--- src/rtl/ext_irq_pkg.sv ---
package ext_irq_pkg;
  localparam int REG_W  = 8;
  localparam int ADDR_W = 2;
  localparam int SENSE_W = 2;

  localparam logic [ADDR_W-1:0] ADDR_SENSE = 2'd0;
  localparam logic [ADDR_W-1:0] ADDR_MASK  = 2'd1;
  localparam logic [ADDR_W-1:0] ADDR_FLAG  = 2'd2;

  typedef enum logic [SENSE_W-1:0] {
    SENSE_LOW  = 2'b00,
    SENSE_ANY  = 2'b01,
    SENSE_FALL = 2'b10,
    SENSE_RISE = 2'b11
  } sense_e;

  typedef struct packed {
    logic             wrSense;
    logic             wrMask;
    logic             wrFlag;
    logic [REG_W-1:0] data;
  } regStrobe_t;
endpackage

--- src/rtl/ext_irq_ctrl.sv ---
module ext_irq_ctrl
  import ext_irq_pkg::*;
#(
  parameter int NUM_IN = 3
) (
  input  logic                        clk,
  input  logic                        rstN,
  input  logic [ADDR_W-1:0]           regAddr,
  input  logic                        regWrEn,
  input  logic [REG_W-1:0]            regWrData,
  input  logic [NUM_IN-1:0]           flagQ,
  output regStrobe_t                  strobe,
  output logic [NUM_IN*SENSE_W-1:0]   senseQ,
  output logic [NUM_IN-1:0]           maskQ,
  output logic [REG_W-1:0]            regRdData
);
  localparam int SENSE_BITS = NUM_IN * SENSE_W;

  always_comb begin
    strobe.wrSense = regWrEn && (regAddr == ADDR_SENSE);
    strobe.wrMask  = regWrEn && (regAddr == ADDR_MASK);
    strobe.wrFlag  = regWrEn && (regAddr == ADDR_FLAG);
    strobe.data    = regWrData;
  end

  always_ff @(posedge clk or negedge rstN) begin
    if (!rstN) begin
      senseQ <= '0;
      maskQ  <= '0;
    end else begin
      if (strobe.wrSense) senseQ <= regWrData[SENSE_BITS-1:0];
      if (strobe.wrMask)  maskQ  <= regWrData[NUM_IN-1:0];
    end
  end

  always_comb begin
    regRdData = '0;
    case (regAddr)
      ADDR_SENSE: regRdData[SENSE_BITS-1:0] = senseQ;
      ADDR_MASK:  regRdData[NUM_IN-1:0]     = maskQ;
      ADDR_FLAG:  regRdData[NUM_IN-1:0]     = flagQ;
      default:    regRdData = '0;
    endcase
  end
endmodule

--- src/rtl/ext_irq_datapath.sv ---
module ext_irq_datapath
  import ext_irq_pkg::*;
#(
  parameter int NUM_IN      = 3,
  parameter int SYNC_STAGES = 2
) (
  input  logic                      clk,
  input  logic                      rstN,
  input  logic [NUM_IN-1:0]         pinIn,
  input  regStrobe_t                strobe,
  input  logic [NUM_IN*SENSE_W-1:0] senseQ,
  input  logic [NUM_IN-1:0]         maskQ,
  input  logic                      globalIe,
  input  logic [NUM_IN-1:0]         ackIn,
  output logic [NUM_IN-1:0]         flagQ,
  output logic [NUM_IN-1:0]         evtHit,
  output logic [NUM_IN-1:0]         irqReq
);
  localparam int SENSE_BITS = NUM_IN * SENSE_W;

  logic unusedBits;
  assign unusedBits = ^{strobe.wrMask, strobe.data[REG_W-1:SENSE_BITS]};

  for (genvar i = 0; i < NUM_IN; i++) begin : g_pin
    logic [SYNC_STAGES-1:0] syncChain;
    logic                   syncPin;
    logic                   prevPin;
    logic                   riseSeen;
    logic                   fallSeen;
    logic                   modeHit;
    logic                   senseChange;
    logic                   clrReq;
    sense_e                 mode;

    always_ff @(posedge clk or negedge rstN) begin
      if (!rstN) begin
        syncChain <= '1;
        prevPin   <= 1'b1;
      end else begin
        syncChain <= {syncChain[SYNC_STAGES-2:0], pinIn[i]};
        prevPin   <= syncPin;
      end
    end

    assign syncPin  = syncChain[SYNC_STAGES-1];
    assign riseSeen = syncPin & ~prevPin;
    assign fallSeen = ~syncPin & prevPin;
    assign mode     = sense_e'(senseQ[SENSE_W*i +: SENSE_W]);

    always_comb begin
      case (mode)
        SENSE_ANY:  modeHit = riseSeen | fallSeen;
        SENSE_FALL: modeHit = fallSeen;
        SENSE_RISE: modeHit = riseSeen;
        default:    modeHit = 1'b0;
      endcase
    end

    assign senseChange = strobe.wrSense &&
                         (strobe.data[SENSE_W*i +: SENSE_W] != senseQ[SENSE_W*i +: SENSE_W]);
    assign evtHit[i]   = modeHit & ~senseChange;
    assign clrReq      = (strobe.wrFlag & strobe.data[i]) | ackIn[i];

    always_ff @(posedge clk or negedge rstN) begin
      if (!rstN)          flagQ[i] <= 1'b0;
      else if (evtHit[i]) flagQ[i] <= 1'b1;
      else if (clrReq)    flagQ[i] <= 1'b0;
    end

    assign irqReq[i] = globalIe & maskQ[i] &
                       ((mode == SENSE_LOW) ? ~syncPin : flagQ[i]);
  end
endmodule

--- src/rtl/ext_irq_sense.sv ---
module ext_irq_sense
  import ext_irq_pkg::*;
#(
  parameter int NUM_IN      = 3,
  parameter int SYNC_STAGES = 2
) (
  input  logic                clk,
  input  logic                rstN,
  input  logic [ADDR_W-1:0]   regAddr,
  input  logic                regWrEn,
  input  logic [REG_W-1:0]    regWrData,
  output logic [REG_W-1:0]    regRdData,
  input  logic [NUM_IN-1:0]   pinIn,
  input  logic                globalIe,
  input  logic [NUM_IN-1:0]   ackIn,
  output logic [NUM_IN-1:0]   irqReq
);
  regStrobe_t                strobe;
  logic [NUM_IN*SENSE_W-1:0] senseQ;
  logic [NUM_IN-1:0]         maskQ;
  logic [NUM_IN-1:0]         flagQ;
  logic [NUM_IN-1:0]         evtHit;

  ext_irq_ctrl #(.NUM_IN(NUM_IN)) u_ctrl (
    .clk       (clk),
    .rstN      (rstN),
    .regAddr   (regAddr),
    .regWrEn   (regWrEn),
    .regWrData (regWrData),
    .flagQ     (flagQ),
    .strobe    (strobe),
    .senseQ    (senseQ),
    .maskQ     (maskQ),
    .regRdData (regRdData)
  );

  ext_irq_datapath #(.NUM_IN(NUM_IN), .SYNC_STAGES(SYNC_STAGES)) u_dp (
    .clk      (clk),
    .rstN     (rstN),
    .pinIn    (pinIn),
    .strobe   (strobe),
    .senseQ   (senseQ),
    .maskQ    (maskQ),
    .globalIe (globalIe),
    .ackIn    (ackIn),
    .flagQ    (flagQ),
    .evtHit   (evtHit),
    .irqReq   (irqReq)
  );
endmodule

--- config.mk ---
export PLATFORM = sky130hd
export DESIGN_NAME = ext_irq_sense
export DESIGN_NICKNAME = d
export VERILOG_FILES = /design/src/rtl/ext_irq_pkg.sv /design/src/rtl/ext_irq_ctrl.sv /design/src/rtl/ext_irq_datapath.sv /design/src/rtl/ext_irq_sense.sv
export SDC_FILE = /design/constraint.sdc
export NUM_CORES = 1
export LEC_CHECK = 0
export ABC_AREA = 1
export CAP_MARGIN = 20
export CORE_MARGIN = 2
export CORE_UTILIZATION = 50
export CTS_CLUSTER_SIZE = 14
export DETAILED_ROUTE_END_ITERATION = 12
export DONT_BUFFER_PORTS = 1
export GPL_ROUTABILITY_DRIVEN = 0
export HOLD_SLACK_MARGIN = 0.08
export MAX_ROUTING_LAYER = met4
export PLACE_DENSITY = 0.68
export SYNTH_ARGS = -nofsm -noshare
export SYNTH_HDL_FRONTEND = slang
export SYNTH_SLANG_ARGS = --single-unit
--- constraint.sdc ---
create_clock -name clk -period 1.18 [get_ports clk]
set_input_delay 0.177 -clock clk [delete_from_list [all_inputs] [get_ports clk]]
set_output_delay 0.177 -clock clk [all_outputs]
set_load 0.05 [all_outputs]
Word level (Yosys, flattened, before mapping) --
Cells that the tools add are included.
Word-level totals: register bits 21, input bits 20, output and inout port bits 11, word-level logic and storage cells 85
Cells by class: eq/ne operators 14, multiplexer cells 14, bitwise logic cells 33, reductions and logical operators 13
Operators with widths (count):
- 1-bit AND | 18
- 2-bit equality test, second input constant | 7
- 1-bit 2-to-1 mux | 9
- 1-bit NOT | 9
- 1-bit one-hot mux with 3 select lines | 3
- 3-bit one-hot mux with 3 select lines | 1
- 2-bit by 1-bit equality test with 1-bit output, second input constant | 4
- 2-bit logical NOT | 4
- 1-bit logical AND | 6
- 2-bit != test | 3
- 1-bit OR | 6
- 2-bit nonzero test | 3
- 3-bit 2-to-1 mux | 1

Longest topological paths before layout --
Gate-level depths: netlist of run 1.
word-level depth 6, depth in mapped cells 7, gate-level depth less buffers 7

Hierarchy --
From an unflattened synthesis of run 1, not the netlist that was laid out.
Unflattened totals: cells, all modules 178, area, all modules 1315.0 sq um
Modules (own cells, without submodules):
- ext_irq_datapath | times used 1, cells an instance 101, area each 735.7 sq um, sequential area each 311.5 sq um
- ext_irq_ctrl | times used 1, cells an instance 77, area each 579.3 sq um, sequential area each 225.2 sq um

Worst setup path after synthesis of run 1 --
OpenSTA, ideal clock, no wires.
kind reg-to-output, start register u_ctrl.senseQ[5], end output port irqReq[2], arrival time 1.652 ns, required time 1.003 ns, setup slack -0.649 ns, stages on the path, launching flop included 4, buffers on the path 0, cells stage by stage dfrtp_1 inv_1 a21oi_1 nor3_1
On the way: cells in the longest elaborated chain, start to end 3
RTL lines:
- start: declaration | line ext_irq_ctrl.sv:13 | output logic [NUM_IN*SENSE_W-1:0] senseQ,
- start signal: assignment | line ext_irq_ctrl.sv:31 | if (strobe.wrSense) senseQ <= regWrData[SENSE_BITS-1:0];
- 2-bit logical NOT | line ext_irq_datapath.sv:71 | ((mode == SENSE_LOW) ? ~syncPin : flagQ[i]);
- 1-bit 2-to-1 mux | line ext_irq_datapath.sv:71
- 1-bit AND | line ext_irq_datapath.sv:70 | assign irqReq[i] = globalIe & maskQ[i] &
- end: declaration | line ext_irq_sense.sv:16 | output logic [NUM_IN-1:0] irqReq
No other way between the ends.

Worst setup path after layout of run 1 --
start register u_dp.g_pin[1].syncChain[1], end output port irqReq[1]
On the way: cells in the longest elaborated chain, start to end 3
RTL lines:
- start: declaration | line ext_irq_datapath.sv:25 | logic [SYNC_STAGES-1:0] syncChain;
- start signal: assignment | line ext_irq_datapath.sv:40 | syncChain <= {syncChain[SYNC_STAGES-2:0], pinIn[i]};
- 1-bit NOT | line ext_irq_datapath.sv:71
- 1-bit 2-to-1 mux | line ext_irq_datapath.sv:71
- 1-bit AND | line ext_irq_datapath.sv:70
No other way between the ends.

==> summary.md, run 1 <==
| Metric | Value |
|---|---|
| Die width | 53.72 um |
| Syn Inst Count | 152 |
| ANT nets after route | 0 |
| Worst path cell trace | inv_2 -> nor3_2 -> buf_4 -> nor3_4 -> buf_12 |
| WL/cell | 14.05 um |
| Tightest Pin Transition | 915.8 ps |
| GR Overflow Total | 0 |
| Worst Path Max Fanout | 2 |
| Final min period | 1542 ps |
| Period utilization | 130.7% |
| Switching Share | 37.84% |
| Root Driver | clkbuf_4 |
| Top_reg_cell synth | dfrtp_1 |
| Skew final | 6.655 ps |
| Skew-Pair Late Insertion Delay | 320 ps |
| Initial Utilization | 51.30% |
| Peak VDD IR | 976.6 uV |
| Fillcell total | 162 |
| Vias/cell | 5.247 |
| CP endpoint kind | primary output |
| Worst hold slack | 48.17 ps |
| Post-synth top area cell | dfrtp_1 |
| Synth warn | 0 |
| Crit Path Category | reg2out |
| Worst Setup Start Kind | register |
| Clock power share | 16.5% |
| Part of the power in registers | 42.4% |
| Seq. cell area | 539.3 um2 |
| Unrepaired setup endpoints after global routing | true |
| Placed instance count | 194 |
| CP required | 1000 ps |
| Die height | 53.72 um |
| CP top delay family | flip-flops |
| DR pass1 iterations | 5 |
| Mapped Area | 1236 um2 |
| Worst-path clk slew | 130 ps |
| Top Ports | 31 |
| Status | finished with violations |
| GR Util All Layers | 24.11% |
| Layout cells sized above 1 | 46.77% |
| Register area share after synthesis | 43.42% |
| Worst endpoint data arrival time | 1370 ps |
| Final Hold Viols | 0 |
| Slew HR | 38.95% |
| Post-synth EDFFs | 0 |
| Failing checks | setup timing |
| Final wirelength | 3246 um |
| DIE AREA | 2886 um2 |
| Final nets | 228 |
| Max-Cap Viols | 0 |
| Area occupied by multi-input gates | 703.2 um2 |
| Asr flop ratio synth | 100.0% |
| Combinational group share of total power | 41.1% |
| Synth cell count leaders | nand2_1, inv_1, nand3_1 |
| Post-route insts no fill | 231 |
| Htree depth | 1 |
| LEAKAGE | 0.9167 nW |
| Total CTS buffers | 3 |
| Cell variety after synth | 21 |
| Yosys top cell area share | 24.29% |
| # DRC | 0 |
| Layout area overhead | 52.73% |
| Vias | 1212 |
| Flop and latch count out of synthesis | 21 |
| Power per cell area | 1163 nW/um2 |
| Hold WC Path Type | in2async |
| Top-count cell post-synth | nand2_1 |
| Initial antenna violation count | 0 |
| Final HPWL DP | 1964 um |
| CTS Sinks | 21 |
| Critical Path Max Stage Delay | 560 ps |
| Max Fclk | 648.4 MHz |
| TritonCTS clock tree | yes |
| Core area | 2410 um2 |
| Crit path buf inv count | 3 |
| Vias in the first global route | 1131 |
| Max clock buf depth | 2 |
| Slack of the critical path | -362.2 ps |
| Avg Inst Size Synth | 8.133 um2 |
| Worst path slowest cell | dfstp_2 |
| Starting DRT DRC Count | 41 |
| Number of setup violations in the final report | 12 |
| Top cells by area, synth | dfrtp_1, dfstp_2, nand2_1, nand3_1, ha_1 |
| Largest net degree at the start of global routing | 22 |
| PortBufs | 0 |
| P_sw | 830.5 uW |
| Slew Limit Fails | 0 |
| First-pass GRT wire length | 4809 um |
| Int Pwr | 1.364 mW |
| Diodes inserted | 0 |
| Dpl ws | -92.37 ps |
| Row count | 18 |
==> cell type report <==
type	count	area share, %
inverters	24	5.500
multi-input cells	105	37.24
repair buffers	47	25.25
clock buffers	3	1.193
flip-flops and latches	21	28.56
clock inverters	1	0.2651
well taps	30	1.988
==> through the flow <==
stage	util, %	power [mW]	instance area [um2]	setup TNS, ps
final	78.35	2.195	1888	-2592
after global routing	78.35	2.299	1888	-3195
after CTS	75.91	2.137	1829	-2381
after detailed placement	59.97	1.560	1445	-423.9
after global placement	59.97	1.540	1445	-182.1
after floorplan	-	1.366	1275	-988.1
==> what timing repair did <==
action                                  CTS  global route
gates resized for setup                  25            11
pin swaps                                14            10
hold buffers                             13             0
hold endpoints to repair                 36             0
setup buffers                            17             4
gates cloned                              0             0
endpoints found under the setup margin   12            24
==> worst paths after layout <==
kind | start | to | slack [ps] | cells after the start
setup / recovery | u_dp.g_pin[1].syncChain[1] | irqReq[1] | -360 | 5
hold / removal | rstN | u_dp.flagQ[2] | 50 | 1
setup reg to reg | u_dp.g_pin[1].syncChain[1] | u_dp.flagQ[1] | -160 | 8
hold reg to reg | u_dp.g_pin[1].syncChain[0] | u_dp.g_pin[1].syncChain[1] | 360 | 0
max in group asynchronous | rstN | u_ctrl.senseQ[1] | 520 | 1
min in group clk | regWrEn | u_ctrl.maskQ[1] | 130 | 2
==> worst register-to-register path, cell delays in order, from the launching register on <==
cell and delay (ps):
dfstp_2 560, buf_4 110, buf_6 90, ha_4 190, nor2_2 110, nand2_1 60, nand3_1 70, nand2_1 60
nand2_1 50
==> flip-flops by register name, indices dropped and copies added, names as in the netlist <==
name                  cells
u_ctrl.senseQ             6
u_dp.g_pin.syncChain      6
u_ctrl.maskQ              3
u_dp.flagQ                3
u_dp.g_pin.prevPin        3
==> cells in the final DEF (no fill, tap or decap) <==
cell type / Yosys / layout
o21ai_1: 3 / 3
dfrtp_1: 12 / 10
ha_1: 6 / 2
nor2_2: 0 / 1
a21oi_1: 3 / 3
nor2_1: 6 / 1
dlymetal6s4s_1: 0 / 1
conb_1: 1 / 2
dfstp_2: 9 / 9
nor2_8: 1 / 1
nand2_2: 4 / 5
clkbuf_4: 0 / 3
dfrtp_2: 0 / 2
nand2_1: 44 / 43
ha_4: 0 / 3
nand2_4: 1 / 1
nor3_4: 0 / 3
nand3_1: 19 / 16
inv_2: 3 / 13
buf_12: 1 / 5
buf_4: 2 / 22
buf_6: 0 / 7
o21ai_2: 6 / 6
nor2_4: 0 / 4
nor3_2: 0 / 3
nand3_2: 0 / 3
inv_1: 20 / 10
o211ai_1: 3 / 3
bufinv_8: 1 / 1
nand3b_1: 1 / 1
ha_2: 0 / 1
dlygate4sd3_1: 0 / 12
clkinv_2: 0 / 1
==> layer usage <==
| metal | track usage [%] | vias to the layer above | wire length (um) |
|---|---|---|---|
| li1 | - | 578 | - |
| met4 | 7.265 | 0 | 38 |
| met2 | 43.29 | 38 | 1749 |
| met3 | 3.611 | 8 | 145 |
| met1 | 27.43 | 588 | 1312 |
| met5 | - | - | 0 |
==> cell families (layout without fill, tap and decap cells) <==
| family | count (synthesis) | in the layout | synth area share, % |
|---|---|---|---|
| other | 1 | 2 | 0.3034 |
| AND/OR/NAND/NOR | 82 | 82 | 30.47 |
| adder cells (fa/ha/maj) | 6 | 6 | 6.073 |
| flip-flops | 21 | 21 | 43.42 |
| buffers and inverters | 27 | 75 | 11.23 |
| AO/OA/AOI/OAI | 15 | 15 | 8.501 |
==> power groups by stage <==
stage | sequential [mW] | clock (mW) | combinational, mW
floorplan | 0.906 | 0 | 0.460
global placement | 0.922 | 0 | 0.618
detailed placement | 0.926 | 0 | 0.634
CTS | 0.921 | 0.368 | 0.848
global route | 0.941 | 0.389 | 0.970
finish | 0.931 | 0.363 | 0.901
Power figures use the tool's default switching activity.
==> inputs of run 2 (changes only) <==
Settings changed: RECOVER_POWER from default to 50.
==> run 2 against run 1 <==
Net effect:
- the run still ends with setup timing left
- first-iteration DRC count is 9.8% higher
- combinational power is 0.4% lower
- wire length is 0.74% lower
- utilization is 0.36 points lower
- global-route usage stayed put
- non-clock buffer count stayed put
- critical path type unchanged
- largest cell class unchanged
- highest routed layer unchanged
==> summary.md, run 2 (same netlist as run 1, synthesis figures left out) <==
| Metric | Value |
|---|---|
| Layout cells sized above 1 | 46.77% |
| Worst Path Max Fanout | 2 |
| GR Overflow Total | 0 |
| Placed instance count | 194 |
| Dpl ws | -92.37 ps |
| Core area | 2410 um2 |
| Slew Limit Fails | 0 |
| Worst hold slack | 30.78 ps |
| Vias | 1212 |
| Worst-path clk slew | 120 ps |
| LEAKAGE | 0.9049 nW |
| Top Ports | 31 |
| TritonCTS clock tree | yes |
| Status | finished with violations |
| Initial antenna violation count | 0 |
| Max Fclk | 648.7 MHz |
| Most frequent cells in the layout | nand2_1, buf_4, nand3_1 |
| Slack of the critical path | -361.5 ps |
| Number of setup violations in the final report | 12 |
| Failing checks | setup timing |
| Unrepaired setup endpoints after global routing | true |
| Post-route insts no fill | 231 |
| Final Hold Viols | 0 |
| Worst endpoint data arrival time | 1360 ps |
| Skew-Pair Late Insertion Delay | 310 ps |
| CTS Sinks | 21 |
| GR Util All Layers | 24.11% |
| Power per cell area | 1164 nW/um2 |
| Initial Utilization | 51.30% |
| Layout area overhead | 52.02% |
| DIE AREA | 2886 um2 |
| Total CTS buffers | 3 |
| Max-Cap Viols | 0 |
| Commonest non-fill, non-tap cell in the layout | nand2_1 |
| Starting DRT DRC Count | 45 |
| DR pass1 iterations | 4 |
| Worst Setup Start Kind | register |
| Root Driver | clkbuf_4 |
| CP required | 1000 ps |
| ANT nets after route | 0 |
| Skew final | 4.055 ps |
| Slew HR | 27.24% |
| CP endpoint kind | primary output |
| Hold WC Path Type | in2async |
| Final nets | 228 |
| Overall power | 2.187 mW |
| Final HPWL DP | 1964 um |
| Row count | 18 |
| Max clock buf depth | 2 |
| Vias in the first global route | 1131 |
| Worst R2R Setup Slack | -160 ps |
| Vias/cell | 5.247 |
| Period utilization | 130.6% |
| Peak VDD IR | 968.8 uV |
| Die height | 53.72 um |
| Largest net degree at the start of global routing | 22 |
| Crit Path Category | reg2out |
| Tightest Pin Transition | 1091 ps |
| Htree depth | 1 |
| Final wirelength | 3222 um |
| First-pass GRT wire length | 4809 um |
| Largest regs | u_ctrl.senseQ (6), u_dp.g_pin.syncChain (6) |
| Diodes inserted | 0 |
| Die width | 53.72 um |
| # DRC | 0 |
| WL/cell | 13.95 um |
| Final min period | 1542 ps |
| PortBufs | 0 |
==> run 2: changes by cell type in the layout (fill, tap and decap cells not counted) <==
| cell | change |
|---|---|
| o21ai_1 | -3 |
| o21ai_0 | +3 |
| dlymetal6s4s_1 | -1 |
| clkbuf_1 | +1 |
==> run 2: power breakdown <==
part	total, mW	switching [mW]	internal [mW]
clock network	0.360	0.233	0.127
registers	0.930	0.103	0.826
logic	0.897	0.489	0.408
==> run 2: layer usage <==
metal / global-route usage [%] / vias to the layer above / wire, um
met3: 3.611 / 8 / 163
met2: 43.29 / 41 / 1721
met1: 27.43 / 585 / 1288
met4: 7.265 / 0 / 48
li1: - / 578 / -
met5: - / - / 0
==> run 2: stage by stage <==
step / utilization [%] / setup TNS (ps) / instance area [um2]
finish: 77.99 / -2560 / 1879
global route: 77.99 / -3195 / 1879
CTS: 75.91 / -2381 / 1829
detailed placement: 59.97 / -423.9 / 1445
global placement: 59.97 / -182.1 / 1445
floorplan: - / -988.1 / 1275
==> run 2: area by class of cell <==
cell class / instances / area, um2
inverter: 24 / 103.9
clock buffer: 3 / 22.52
multi-input combinational: 105 / 703.2
clock inverter: 1 / 5.005
sequential: 21 / 539.3
tap: 30 / 37.54
fill: 165 / 530.5
timing repair buffer: 47 / 467.9
==> run 2: final timing paths <==
check / endpoint / startpoint / depth (start not counted)
min in group clk: u_ctrl.maskQ[1] / regWrEn / 2
hold reg to reg: u_dp.g_pin[1].syncChain[1] / u_dp.g_pin[1].syncChain[0] / 0
setup reg to reg: u_dp.flagQ[1] / u_dp.g_pin[1].syncChain[1] / 8
setup / recovery: irqReq[1] / u_dp.g_pin[1].syncChain[1] / 5
max in group asynchronous: u_ctrl.senseQ[1] / rstN / 1
hold / removal: u_dp.flagQ[2] / rstN / 1
==> run 2: critical path, stage by stage, from the launching register on <==
cell,delay [ps]
dfstp_2,560
inv_2,50
nor3_2,110
buf_4,140
nor3_4,40
buf_12,150
==> run 2: what timing repair did <==
item	4_1_cts	5_1_grt
hold buffers	13	0
endpoints found under the hold margin	36	0
setup endpoints to repair	12	24
setup buffers	17	4
pin swaps	14	10
gates resized for setup	25	11
